$ cat src/rtl/rxring_pkg.sv
package rxring_pkg;
  localparam int USED_BIT = 0;
  localparam int WRAP_BIT = 1;
  localparam int SOF_BIT  = 14;
  localparam int EOF_BIT  = 15;

  typedef enum logic [2:0] {
    MOP_NONE,
    MOP_RD_DESC,
    MOP_WR_STAT,
    MOP_RD_MARK,
    MOP_WR_MARK
  } memop_e;

  typedef struct packed {
    memop_e memOp;
    logic   loadBase;
    logic   startFrame;
    logic   takeDesc;
    logic   acceptByte;
    logic   lastFrag;
    logic   advance;
    logic   rewind;
    logic   markStart;
    logic   markStep;
    logic   markFinish;
  } ring_ctl_t;
endpackage

$ cat src/rtl/rxring_datapath.sv
module rxring_datapath
  import rxring_pkg::*;
#(
  parameter int AW        = 16,
  parameter int BUF_BYTES = 128,
  parameter int LEN_W     = 12
) (
  input  logic          clk,
  input  logic          rstN,
  input  logic [AW-1:0] ringBase,
  input  logic [7:0]    inData,
  input  logic          inEof,
  input  ring_ctl_t     ctl,
  input  logic [31:0]   memRdata,
  output logic          memEn,
  output logic          memWe,
  output logic [AW-1:0] memAddr,
  output logic [31:0]   memWdata,
  output logic          descUsed,
  output logic          bufFull,
  output logic          markLast
);
  localparam int OFF_W = $clog2(BUF_BYTES);
  localparam int CNT_W = LEN_W - OFF_W + 1;
  localparam logic [AW-1:0] STRIDE = AW'(8);

  logic [AW-1:0]    baseReg, ptr, firstPtr, bufAddr, markPtr;
  logic             curWrap;
  logic [OFF_W-1:0] off;
  logic [LEN_W-1:0] frameLen;
  logic [CNT_W-1:0] fragCnt, markLeft;
  logic [3:0][7:0]  held;
  logic [1:0]       lane;
  logic             dataWrite;
  logic [31:0]      dataWord, statWord;
  logic [AW-1:0]    markNext;

  assign lane      = off[1:0];
  assign dataWrite = ctl.acceptByte && (lane == 2'd3 || inEof);
  assign descUsed  = memRdata[USED_BIT];
  assign bufFull   = (off == OFF_W'(BUF_BYTES - 1));
  assign markLast  = (markLeft == '0);
  assign markNext  = memRdata[WRAP_BIT] ? baseReg : markPtr + STRIDE;

  always_ff @(posedge clk) begin
    if (!rstN) begin
      baseReg  <= '0;
      ptr      <= '0;
      firstPtr <= '0;
      bufAddr  <= '0;
      markPtr  <= '0;
      curWrap  <= 1'b0;
      off      <= '0;
      frameLen <= '0;
      fragCnt  <= '0;
      markLeft <= '0;
      held     <= '0;
    end else begin
      if (ctl.loadBase) begin
        baseReg <= {ringBase[AW-1:3], 3'b000};
        ptr     <= {ringBase[AW-1:3], 3'b000};
      end
      if (ctl.startFrame) begin
        firstPtr <= ptr;
        frameLen <= '0;
        fragCnt  <= '0;
      end
      if (ctl.takeDesc) begin
        bufAddr <= {memRdata[AW-1:2], 2'b00};
        curWrap <= memRdata[WRAP_BIT];
        off     <= '0;
      end
      if (ctl.acceptByte) begin
        off        <= off + 1'b1;
        frameLen   <= frameLen + 1'b1;
        held[lane] <= inData;
      end
      if (ctl.memOp == MOP_WR_STAT) fragCnt <= fragCnt + 1'b1;
      if (ctl.advance) ptr <= curWrap ? baseReg : ptr + STRIDE;
      if (ctl.rewind) ptr <= firstPtr;
      if (ctl.markStart) begin
        markPtr  <= firstPtr;
        markLeft <= fragCnt;
      end
      if (ctl.markStep) begin
        markPtr  <= markNext;
        markLeft <= markLeft - 1'b1;
      end
      if (ctl.markFinish) ptr <= markNext;
    end
  end

  always_comb begin
    dataWord = '0;
    for (int j = 0; j < 4; j++) begin
      if (j < int'(lane)) dataWord[j*8 +: 8] = held[j];
      else if (j == int'(lane)) dataWord[j*8 +: 8] = inData;
    end
  end

  always_comb begin
    statWord = '0;
    if (ctl.lastFrag) begin
      statWord[LEN_W-1:0] = frameLen;
      statWord[EOF_BIT]   = 1'b1;
    end
    if (fragCnt == '0) statWord[SOF_BIT] = 1'b1;
  end

  always_comb begin
    memEn    = 1'b0;
    memWe    = 1'b0;
    memAddr  = '0;
    memWdata = '0;
    if (dataWrite) begin
      memEn    = 1'b1;
      memWe    = 1'b1;
      memAddr  = bufAddr + AW'({off[OFF_W-1:2], 2'b00});
      memWdata = dataWord;
    end else begin
      unique case (ctl.memOp)
        MOP_RD_DESC: begin memEn = 1'b1; memAddr = ptr; end
        MOP_WR_STAT: begin
          memEn = 1'b1; memWe = 1'b1; memAddr = ptr + AW'(4); memWdata = statWord;
        end
        MOP_RD_MARK: begin memEn = 1'b1; memAddr = markPtr; end
        MOP_WR_MARK: begin
          memEn = 1'b1; memWe = 1'b1; memAddr = markPtr;
          memWdata = memRdata | 32'h1;
        end
        default: ;
      endcase
    end
  end

  AST_LAST_STATUS_AFTER_DATA: assert property (@(posedge clk) disable iff (!rstN)
    (ctl.memOp == MOP_WR_STAT && ctl.lastFrag) |-> $past(memEn && memWe));

  AST_DATA_INSIDE_BUFFER: assert property (@(posedge clk) disable iff (!rstN)
    dataWrite |-> ((memAddr - bufAddr) < AW'(BUF_BYTES)));
endmodule

$ cat src/rtl/rxring_ctrl.sv
module rxring_ctrl
  import rxring_pkg::*;
(
  input  logic      clk,
  input  logic      rstN,
  input  logic      rxEnable,
  input  logic      inValid,
  input  logic      inSof,
  input  logic      inEof,
  input  logic      inErr,
  input  logic      descUsed,
  input  logic      bufFull,
  input  logic      markLast,
  input  logic      clrStatus,
  output ring_ctl_t ctl,
  output logic      inReady,
  output logic      evtRxDone,
  output logic      evtBufNa,
  output logic      evtResErr,
  output logic      rxStatus
);
  typedef enum logic [2:0] {
    S_IDLE, S_FETCH, S_DATA, S_STAT, S_NEXT, S_DROP, S_MRD, S_MWR
  } state_e;

  state_e state, nxt;
  logic   lastFrag;

  always_comb begin
    ctl          = '0;
    ctl.lastFrag = lastFrag;
    inReady      = 1'b0;
    evtRxDone    = 1'b0;
    evtBufNa     = 1'b0;
    evtResErr    = 1'b0;
    nxt          = state;
    unique case (state)
      S_IDLE: begin
        if (!rxEnable) begin
          ctl.loadBase = 1'b1;
          inReady      = 1'b1;
        end else if (inValid && inSof) begin
          ctl.memOp      = MOP_RD_DESC;
          ctl.startFrame = 1'b1;
          nxt            = S_FETCH;
        end else begin
          inReady = 1'b1;
        end
      end
      S_FETCH: begin
        if (descUsed) begin
          evtBufNa   = 1'b1;
          evtResErr  = 1'b1;
          ctl.rewind = 1'b1;
          nxt        = S_DROP;
        end else begin
          ctl.takeDesc = 1'b1;
          nxt          = S_DATA;
        end
      end
      S_DATA: begin
        inReady = 1'b1;
        if (inValid) begin
          ctl.acceptByte = 1'b1;
          if (inEof && inErr) begin
            ctl.rewind = 1'b1;
            nxt        = S_IDLE;
          end else if (inEof || bufFull) begin
            nxt = S_STAT;
          end
        end
      end
      S_STAT: begin
        ctl.memOp = MOP_WR_STAT;
        if (lastFrag) begin
          ctl.markStart = 1'b1;
          nxt           = S_MRD;
        end else begin
          ctl.advance = 1'b1;
          nxt         = S_NEXT;
        end
      end
      S_NEXT: begin
        ctl.memOp = MOP_RD_DESC;
        nxt       = S_FETCH;
      end
      S_DROP: begin
        inReady = 1'b1;
        if (inValid && inEof) nxt = S_IDLE;
      end
      S_MRD: begin
        ctl.memOp = MOP_RD_MARK;
        nxt       = S_MWR;
      end
      S_MWR: begin
        ctl.memOp = MOP_WR_MARK;
        if (markLast) begin
          ctl.markFinish = 1'b1;
          evtRxDone      = 1'b1;
          nxt            = S_IDLE;
        end else begin
          ctl.markStep = 1'b1;
          nxt          = S_MRD;
        end
      end
      default: nxt = S_IDLE;
    endcase
  end

  always_ff @(posedge clk) begin
    if (!rstN) begin
      state    <= S_IDLE;
      lastFrag <= 1'b0;
      rxStatus <= 1'b0;
    end else begin
      state <= nxt;
      if (state == S_DATA && inValid) lastFrag <= inEof;
      if (evtRxDone) rxStatus <= 1'b1;
      else if (clrStatus) rxStatus <= 1'b0;
    end
  end

  AST_NO_WRITE_AFTER_BUFNA: assert property (@(posedge clk) disable iff (!rstN)
    evtBufNa |=> (ctl.memOp == MOP_NONE && !ctl.acceptByte));

  AST_DONE_SETS_STATUS: assert property (@(posedge clk) disable iff (!rstN)
    evtRxDone |=> rxStatus);

  AST_EVENTS_EXCLUSIVE: assert property (@(posedge clk) disable iff (!rstN)
    $onehot0({evtRxDone, evtBufNa}));

  AST_ERR_FRAME_NO_DONE: assert property (@(posedge clk) disable iff (!rstN)
    (state == S_DATA && inValid && inEof && inErr) |=> (state == S_IDLE && !evtRxDone));
endmodule

$ cat src/rtl/rxring_writer.sv
module rxring_writer
  import rxring_pkg::*;
#(
  parameter int AW        = 16,
  parameter int BUF_BYTES = 128,
  parameter int LEN_W     = 12
) (
  input  logic          clk,
  input  logic          rstN,
  input  logic          rxEnable,
  input  logic [AW-1:0] ringBase,
  input  logic          inValid,
  input  logic [7:0]    inData,
  input  logic          inSof,
  input  logic          inEof,
  input  logic          inErr,
  output logic          inReady,
  output logic          memEn,
  output logic          memWe,
  output logic [AW-1:0] memAddr,
  output logic [31:0]   memWdata,
  input  logic [31:0]   memRdata,
  output logic          evtRxDone,
  output logic          evtBufNa,
  output logic          evtResErr,
  output logic          rxStatus,
  input  logic          clrStatus
);
  ring_ctl_t ctl;
  logic      descUsed, bufFull, markLast;

  rxring_ctrl u_ctrl (
    .clk(clk), .rstN(rstN), .rxEnable(rxEnable), .inValid(inValid),
    .inSof(inSof), .inEof(inEof), .inErr(inErr), .descUsed(descUsed),
    .bufFull(bufFull), .markLast(markLast), .clrStatus(clrStatus),
    .ctl(ctl), .inReady(inReady), .evtRxDone(evtRxDone),
    .evtBufNa(evtBufNa), .evtResErr(evtResErr), .rxStatus(rxStatus)
  );

  rxring_datapath #(.AW(AW), .BUF_BYTES(BUF_BYTES), .LEN_W(LEN_W)) u_dp (
    .clk(clk), .rstN(rstN), .ringBase(ringBase), .inData(inData),
    .inEof(inEof), .ctl(ctl), .memRdata(memRdata), .memEn(memEn),
    .memWe(memWe), .memAddr(memAddr), .memWdata(memWdata),
    .descUsed(descUsed), .bufFull(bufFull), .markLast(markLast)
  );
endmodule

$ cat config.mk
export PLATFORM = sky130hd
export DESIGN_NAME = rxring_writer
export DESIGN_NICKNAME = d
export VERILOG_FILES = /design/src/rtl/rxring_pkg.sv /design/src/rtl/rxring_datapath.sv /design/src/rtl/rxring_ctrl.sv /design/src/rtl/rxring_writer.sv
export SDC_FILE = /design/constraint.sdc
export NUM_CORES = 1
export LEC_CHECK = 0
export BUFFER_PORTS_ARGS = -buffer_cell sky130_fd_sc_hd__buf_2
export CAP_MARGIN = 15
export CORE_MARGIN = 4
export CORE_UTILIZATION = 35
export CTS_CLUSTER_SIZE = 20
export DETAILED_ROUTE_END_ITERATION = 10
export PLACE_DENSITY = 0.53
export SYNTH_ARGS = -nofsm -noshare
export SYNTH_HDL_FRONTEND = slang
export SYNTH_SLANG_ARGS = --single-unit
$ cat constraint.sdc
create_clock -name clk -period 2.1 [get_ports clk]
set_input_delay 0 -clock clk [delete_from_list [all_inputs] [get_ports clk]]
set_output_delay 0 -clock clk [all_outputs]
set_load 0.02 [all_outputs]
======== Word-level counts from Yosys, hierarchy flattened ========
Index checks and enable logic that the tools add are counted.
storage, ports and cells
  register bits after elaboration ......... 144
  input port bits ......................... 64
  output and inout port bits .............. 55
  word-level logic and storage cells ...... 149
cells by class
  add/sub/neg operators ................... 8
  order comparisons ....................... 5
  equality and inequality tests ........... 21
  mux-type cells .......................... 75
  reduce and logical (&&, ||, !) cells .... 23
operators by type and width
  cell                                                              count
  16-bit 2-to-1 mux                                                 9
  8-bit 2-to-1 mux                                                  8
  32-bit one-hot mux with 2 select lines                            1
  16-bit one-hot mux with 3 select lines                            1
  12-bit 2-to-1 mux                                                 3
  16-bit by 4-bit adder with 16-bit output (second input constant)  2
  32-bit bitwise mux                                                1
  32-bit 2-to-1 mux                                                 1
  1-bit 2-to-1 mux                                                  28
  3-bit 2-to-1 mux                                                  9
  6-bit 2-to-1 mux                                                  4
  3-bit one-hot mux with 8 select lines                             1
  16-bit by 3-bit adder with 16-bit output (second input constant)  1
  16-bit by 7-bit adder with 16-bit output                          1
  8-bit demux with 2-bit select                                     1
  3-bit == test (second input constant)                             5
  3-bit one-hot mux with 5 select lines                             1
  7-bit 2-to-1 mux                                                  2
  12-bit by 1-bit adder with 12-bit output (second input constant)  1
  3-bit by 2-bit == test with 1-bit output (second input constant)  4
  6-bit zero test                                                   2
  2-bit nonzero test                                                5
  7-bit by 1-bit adder with 7-bit output (second input constant)    1
  7-bit == test (second input constant)                             1
  23 further kinds                                                  39

======== Longest topological paths before layout ========
Gate-level depths: netlist (run 1).
  depth in word-level cells ............... 8
  depth in mapped cells ................... 9
  gate-level depth less buffers ........... 9

======== By module ========
Synthesis (run 1) repeated with hierarchy kept, for this count alone.
second synthesis, totals
  cells, all modules ...................... 1116
  area, all modules ....................... 8574.5 µm²
modules (own cells, without submodules)
  module           instances  cells each  area an instance (µm²)  sequential area each (µm²)
  rxring_datapath  1          1056        8134.1                  2622.5
  rxring_ctrl      1          60          440.4                   100.1

======== Worst setup path before layout (run 1) ========
Ideal clock, no wire load.
  kind .................................... register to output
  start point ............................. reg u_dp.off[2]
  end point ............................... out memAddr[10]
  data arrival time ....................... 2216 ps
  data required time ...................... 2100 ps
  path slack .............................. -116 ps
  stages on the path, launching flop included .. 9
  path buffers ............................ 0
  cell sequence ........................... dfxtp_1 ha_1 fa_1 a21o_1 a21o_1 a21oi_1 nor3b_1 xnor2_1 o21ai_0
on the way
  word-level cells in the longest chain between the ends .. 2
RTL lines
  item                                      line                    RTL
  from (decl)                               rxring_datapath.sv:29   logic [OFF_W-1:0] off;
  from (signal assigned)                    rxring_datapath.sv:74   off <= off + 1'b1;
  16-bit by 7-bit adder with 16-bit output  rxring_datapath.sv:118  memAddr = bufAddr + AW'({off[OFF_W-1:2], 2'b00});
  16-bit 2-to-1 mux                         rxring_datapath.sv:115  if (dataWrite) begin
  to (decl)                                 rxring_writer.sv:20     output logic [AW-1:0] memAddr,
Every way passes these cells.

======== Worst setup path in the final report (run 1) ========
  start point ............................. reg u_dp.off[3]
  end point ............................... out memAddr[11]
Same word-level chain as after synthesis.

==> results.sh, run 1 <==
export IMPL_die_area_um2=25900
export IMPL_seq_power_share_pct=32.2
export IMPL_worstPathRequired_ns=2.10
export IMPL_htree_levels=4
export IMPL_ys_seq_elements=136
export IMPL_setup_worst_path_start_class="flip-flop"
export IMPL_die_width_um=161
export IMPL_dpl_worst_slack_ns=-0.00829
export IMPL_power_share_clock_pct=33.6
export IMPL_combPwrFrac_pct=34.2
export IMPL_rows=55
export IMPL_cts_root_to_sink_buffers=2
export IMPL_numClockSinks=136
export IMPL_maxClockFrequency_mhz=408
export IMPL_final_max_slew_viol_count=0
export IMPL_multi_input_comb_area_um2=5250
export IMPL_power_static_leakage_uw=0.00442
export IMPL_ys_seq_area_share_pct=33.2
export IMPL_power_density_nw_per_um2=860
export IMPL_drv_max_cap_violation_count=0
export IMPL_finalNetCount=1414
export IMPL_port_buffers=115
export IMPL_wl_per_cell_um=19.5
export IMPL_worst_skew_pair_late_latency_ns=0.43
export IMPL_timing_hold_worst_class="primary input to flip-flop"
export IMPL_starting_density_pct=35.8
export IMPL_hold_worst_slack_ns=0.0999
export IMPL_postSynth_asyncResetShare_pct=0
export IMPL_setup_reg_to_reg_worst_slack_ns=0.10
export IMPL_ff2ff_path_depth=9
export IMPL_vdd_ir_drop_max_mv=0.434
export IMPL_setup_worst_path_end_class="output port"
export IMPL_drt_wl_total_um=32300
export IMPL_fillCellCount=2260
export IMPL_finish_instance_area_um2=11300
export IMPL_timing_final_crit_period_ns=2.45
export IMPL_die_ht_um=161
export IMPL_critical_path_reg2reg_endpoint="u_ctrl.state[0]$_SDFFE_PN0P_"
export IMPL_routed_via_density=5.49
export IMPL_yosysWarningCount=0
export IMPL_synth_cells=1116
export IMPL_worstPathArrival_ns=2.45
export IMPL_timing_worst_setup_path_type="flip-flop to output port"
export IMPL_layout_commonest_cell="nand2_1"
export IMPL_coreArea_um2=22800
export IMPL_initialDrtViolationCount=905
export IMPL_min_period_over_period_pct=117
export IMPL_mostFrequentLayoutCells="219 x nand2_1, 141 x a21oi_1, 125 x dfxtp_1"
export IMPL_detailedRoute_firstPassIterationCount=6
export IMPL_tns_ns=-2.38
export IMPL_regToRegStartpoint="u_dp.off[3]$_SDFFE_PN0P_"
export IMPL_first_pass_grt_wire_length_um=49600
export IMPL_internal_power_uw=6310
export IMPL_routed_via_count=9097
export IMPL_clock_skew_final_ns=0.0126
export IMPL_worst_pin_slew_ns=0.647
export IMPL_timing_hold_worst_path_depth=3
export IMPL_first_global_vias=8710
export IMPL_place_area_um2=9730
export IMPL_synth_area_um2=8190
export IMPL_switching_power_summed_over_all_nets_uw=3430
export IMPL_area_growth_pct=38.3
export IMPL_antenna_cells=0
export IMPL_synthDistinctLibCells=77
export IMPL_root_buffer="clkbuf_16"
export IMPL_final_util_pct=49.6
export IMPL_pin_count_of_the_biggest_net_entering_global_routing=37
export IMPL_grt_antenna_before_repair=0
export IMPL_setup_viol=11
export IMPL_gr_total_overflow=0
export IMPL_final_hold_violations=0
export IMPL_power_switching_share_pct=35.2
export IMPL_numCtsBuffers=17
export IMPL_timing_critical_path_fanout_max=2
export IMPL_hold_path_startpoint="rstN"
export IMPL_primary_ff_master_synth="dfxtp_1"
export IMPL_syn_nets=1197
export IMPL_synth_edff_count=0
export IMPL_unrepaired_setup_endpoints_after_global_routing="true"
export IMPL_syn_area_per_cell_um2=7.34
export IMPL_status="complete, but fails checks"
export IMPL_timing_final_ws_setup_ns=-0.348
export IMPL_dp_final_hpwl_um=22900
export IMPL_timing_max_slew_rel_slack_pct=56.8
export IMPL_ioPinCount=119
export IMPL_clk_pin_slew_ns=0.06
export IMPL_share_of_cells_above_drive_strength_1_pct=25.7
export IMPL_grtUsageTotal_pct=24.2
export IMPL_hold_end="u_ctrl.state[0]$_SDFFE_PN0P_"
export IMPL_violations="negative setup slack"
export IMPL_layout_area_seq_um2=2750
export IMPL_gp_routability_congestion=0.875
export IMPL_cts_tree="built"
export IMPL_drtAntennaViolNets=0
export IMPL_drcViolationCount=0
[cell families (layout without fill, tap and decap cells)]
kind of cell             after synthesis  after routing  synth area share [%]
flip-flops                           136            136                  33.2
AND/OR/NAND/NOR                      454            454                  26.0
XOR/XNOR                              40             40                  4.28
adder cells (fa/ha/maj)               17             17                  2.69
AO/OA/AOI/OAI                        344            345                  25.8
buffers and inverters                107            335                  5.68
multiplexers                          18             18                  2.25
[metrics by stage]
step / std cells / total power (µW)
global placement: 1564 / 6160
floorplan: 1116 / 4880
finish: 1658 / 9740
CTS: 1640 / 9640
global route: 1658 / 10200
detailed placement: 1564 / 6180
[state kept, by name, summed over array words and instances (netlist names)]
signal	flops
u_ctrl.lastFrag	1
u_dp.held	24
u_dp.off	7
u_dp.frameLen	12
u_dp.fragCnt	6
u_dp.baseReg	13
u_dp.ptr	16
u_dp.markLeft	6
u_ctrl.rxStatus	1
u_dp.markPtr	16
u_ctrl.state	3
u_dp.curWrap	1
u_dp.bufAddr	14
u_dp.firstPtr	16
[per-layer routing]
layer / up-vias / wire [µm] / GRT usage [%]
met5: - / 0 / 0
li1: 4435 / - / -
met1: 4275 / 15200 / 34.2
met3: 38 / 2210 / 4.62
met4: 0 / 679 / 7.60
met2: 349 / 14300 / 37.3
[Yosys cell counts, drive strengths merged (8+ instances only)]
library cell,number,area share (%)
clkbuf,55,2.5
a222oi,8,0.98
a22o,10,1.1
xor2,11,1.2
nand4,10,0.84
nand2,219,10
a211oi,10,0.98
nor2,81,3.7
a21oi,144,8.9
buf,35,2.4
nor4,9,0.95
a221oi,11,1.2
dfxtp,136,33
a31oi,9,0.76
o21ai,86,5.3
nand3,57,3.6
ha,16,2.4
inv,16,0.73
a22oi,19,1.7
xnor2,29,3.1
mux2i,15,1.8
nor3,18,1.2
and3,19,1.5
[how the worst max path moves through the flow]
stage,slack (ns),from,end
2_1_floorplan,0.04,u_dp.off[2]$_SDFFE_PN0P_,memAddr[10]
3_3_place_gp,-0.002,u_dp.off[3]$_SDFFE_PN0P_,memAddr[11]
3_5_place_dp,-0.008,u_dp.off[2]$_SDFFE_PN0P_,memAddr[10]
4_1_cts,-0.34,u_dp.off[3]$_SDFFE_PN0P_,memAddr[11]
5_1_grt,-0.42,u_dp.off[6]$_SDFFE_PN0P_,memAddr[11]
6_report,-0.35,u_dp.off[3]$_SDFFE_PN0P_,memAddr[11]
[power by group through the flow]
stage / sequential [µW] / clock, µW / combinational (µW)
2_1_floorplan: 3010 / 0 / 1870
3_3_place_gp: 3170 / 0 / 2990
3_5_place_dp: 3180 / 0 / 3000
4_1_cts: 3120 / 3320 / 3210
5_1_grt: 3160 / 3420 / 3620
6_report: 3130 / 3270 / 3330
[critical path: stages (launching register included)]
cell	delay [ns]
dfxtp_4	0.36
ha_4	0.23
a21o_1	0.16
a21o_1	0.18
a211oi_2	0.28
nor3b_2	0.09
xor2_2	0.19
a221o_1	0.37
buf_6	0.16
[layout make-up]
type / instances / area share (%)
sequential: 136 / 24.3
clock buffer: 18 / 3.79
multi-input combinational: 874 / 46.4
tap: 313 / 3.46
timing repair buffer: 287 / 19.8
clock inverter: 13 / 1.70
inverter: 17 / 0.608
[repair_timing]
action	in CTS	in global routing
hold endpoints to repair	57	0
hold buffers	38	0
gates cloned	0	3
pin swaps	15	18
setup buffers	9	16
gates resized for setup	62	47
setup endpoints to repair	50	47
Power figures use the tool's default switching activity.
==> run 2, diff against run 1 <==
Settings changed: SETUP_SLACK_MARGIN set to 0.4, SYNTH_HIERARCHICAL set to 1.
==> results.sh, run 2 <==
export IMPL_status="complete, but fails checks"
export IMPL_violations="negative setup slack"
export IMPL_synth_top_cell_area_share_pct=31.8
export IMPL_syn_nets=1198
export IMPL_timing_critical_path_fanout_max=6
export IMPL_biggest_area_contributors_in_the_synthesized_netlist="dfxtp_1 32%, mux2i_1 7.8%, nor2_1 5.4%, a21oi_1 5.4%, nand2_1 4.6%"
export IMPL_post_synth_top_cells="136 x dfxtp_1, 124 x nor2_1, 104 x nand2_1"
export IMPL_setup_worst_path_start_class="flip-flop"
export IMPL_power_total_uw=11100
export IMPL_htree_levels=4
export IMPL_die_ht_um=165
export IMPL_yosys_cell_count_top_type="dfxtp_1"
export IMPL_synth_largest_area_cell="dfxtp_1"
export IMPL_maxClockFrequency_mhz=419
export IMPL_synth_edff_count=0
export IMPL_root_buffer="clkbuf_16"
export IMPL_drt_wl_total_um=35600
export IMPL_worstPathRequired_ns=2.10
export IMPL_timing_final_crit_period_ns=2.39
export IMPL_port_buffers=115
export IMPL_die_area_um2=27100
export IMPL_finalNetCount=1521
export IMPL_max_ffs_per_register=24
export IMPL_area_growth_pct=70.3
export IMPL_power_static_leakage_uw=0.00555
export IMPL_worst_skew_pair_late_latency_ns=0.43
export IMPL_clock_skew_final_ns=0.0135
export IMPL_numClockSinks=136
export IMPL_ys_seq_area_share_pct=31.8
export IMPL_wl_per_cell_um=20.0
export IMPL_first_global_vias=9077
export IMPL_drv_max_cap_violation_count=0
export IMPL_drcViolationCount=0
export IMPL_starting_density_pct=35.5
export IMPL_final_util_pct=60.4
export IMPL_place_area_um2=11000
export IMPL_drtAntennaViolNets=0
export IMPL_routed_via_density=5.54
export IMPL_final_hold_violations=0
export IMPL_postSynth_asyncResetShare_pct=0
export IMPL_vdd_ir_drop_max_mv=0.527
export IMPL_ys_seq_elements=136
export IMPL_antenna_cells=0
export IMPL_numCtsBuffers=17
export IMPL_ioPinCount=119
export IMPL_gp_routability_congestion=0.899
export IMPL_worst_pin_slew_ns=0.865
export IMPL_share_of_cells_above_drive_strength_1_pct=44.8
export IMPL_primary_ff_master_synth="dfxtp_1"
export IMPL_mostFrequentLayoutCells="148 x buf_4, 118 x dfxtp_1, 108 x nor2_1"
export IMPL_setup_viol=62
export IMPL_timing_hold_worst_class="primary input to flip-flop"
export IMPL_syn_area_per_cell_um2=7.68
export IMPL_cts_tree="built"
export IMPL_grtUsageTotal_pct=24.2
export IMPL_die_width_um=165
export IMPL_setup_worst_path_end_class="output port"
export IMPL_unrepaired_setup_endpoints_after_global_routing="true"
export IMPL_finish_instance_area_um2=14600
export IMPL_cts_root_to_sink_buffers=2
export IMPL_synth_area_um2=8570
export IMPL_pin_count_of_the_biggest_net_entering_global_routing=47
export IMPL_hold_worst_slack_ns=0.111
export IMPL_detailedRoute_firstPassIterationCount=5
export IMPL_grt_antenna_before_repair=0
export IMPL_routed_via_count=9833
export IMPL_power_density_nw_per_um2=758
export IMPL_gr_total_overflow=0
export IMPL_synth_cells=1116
export IMPL_timing_worst_setup_path_type="flip-flop to output port"
export IMPL_fillCellCount=2032
export IMPL_layout_commonest_cell="buf_4"
export IMPL_timing_final_ws_setup_ns=-0.288
export IMPL_final_max_slew_viol_count=0
export IMPL_first_pass_grt_wire_length_um=51500
export IMPL_dp_final_hpwl_um=22900
export IMPL_coreArea_um2=24200
export IMPL_finish_cell_count_without_fillers=1776
export IMPL_synthDistinctLibCells=77
export IMPL_initialDrtViolationCount=629
export IMPL_yosysWarningCount=6
export IMPL_timing_max_slew_rel_slack_pct=42.3
export IMPL_dp_cells=1585
export IMPL_min_period_over_period_pct=114
export IMPL_worstPathArrival_ns=2.39
export IMPL_clk_pin_slew_ns=0.07
export IMPL_largest_register="u_dp/held"
export IMPL_rows=57
## run 2: layer usage
| metal | GRT usage (%) | vias up | wire [µm] |
|---|---|---|---|
| met1 | 34.8 | 4767 | 16600 |
| met2 | 38.3 | 302 | 16400 |
| li1 | - | 4723 | - |
| met4 | 5.07 | 0 | 567 |
| met5 | 0 | - | 0 |
| met3 | 3.92 | 41 | 2070 |
## run 2: area by class of cell
cell class	count	area (µm²)	share of cell area (%)
well taps	324	405	2.78
clock inverters	15	149	1.02
repair buffers	390	3770	25.8
inverters	27	110	0.754
multi-input cells	867	6990	47.8
flip-flops and latches	136	2760	18.9
clock buffers	17	425	2.91
## run 2: final timing paths
path | from | endpoint | cells after the start | slack, ns
max | u_ctrl/state[2]$_SDFFE_PN0P_ | memWdata[3] | 12 | -0.29
min | rstN | u_dp/ptr[15]$_SDFFE_PN0P_ | 3 | 0.11
max reg2reg | u_ctrl/state[2]$_SDFFE_PN0P_ | u_dp/ptr[12]$_SDFFE_PN0P_ | 11 | -0.08
min reg2reg | u_dp/held[20]$_SDFFE_PN0P_ | u_dp/held[20]$_SDFFE_PN0P_ | 2 | 0.45
## run 2: power breakdown
part	internal (µW)	switching, µW	total, µW
registers	2850	381	3230
logic	2390	2430	4820
clock network	1590	1430	3020
## run 2: timing repair
item,CTS,global route
hold endpoints to repair,57,0
pin swaps,70,87
setup buffers,62,44
setup endpoints to repair,136,165
hold buffers,39,0
resized for setup,254,124
gates cloned,8,6
## run 2: through the flow
step / setup slack (ns) / setup TNS, ns
6_report: -0.288 / -11.14
5_1_grt: -0.359 / -16.70
4_1_cts: -0.281 / -9.64
3_5_place_dp: -0.0273 / -0.0668
3_3_place_gp: -0.000913 / -0.000913
2_1_floorplan: 0.172 / 0
## run 2: cell families (layout without fill, tap and decap cells)
group | count (synthesis) | after routing | share of synthesized area [%]
flops | 136 | 136 | 31.8
xor+xnor | 35 | 35 | 3.58
mux | 74 | 74 | 8.74
compound gates | 314 | 315 | 23.6
fa+ha+maj | 18 | 18 | 2.71
buf+inv | 117 | 449 | 5.79
simple gates | 422 | 425 | 23.8
## run 2: critical path: stages (launching register included)
cell       delay, ns
dfxtp_4         0.37
buf_6           0.12
nor2_4          0.11
nor2_4          0.05
buf_6           0.13
buf_6           0.12
nor3_4          0.24
buf_12          0.16
buf_12          0.11
clkbuf_16       0.14
a22oi_2         0.08
o22ai_4         0.17
buf_6           0.14
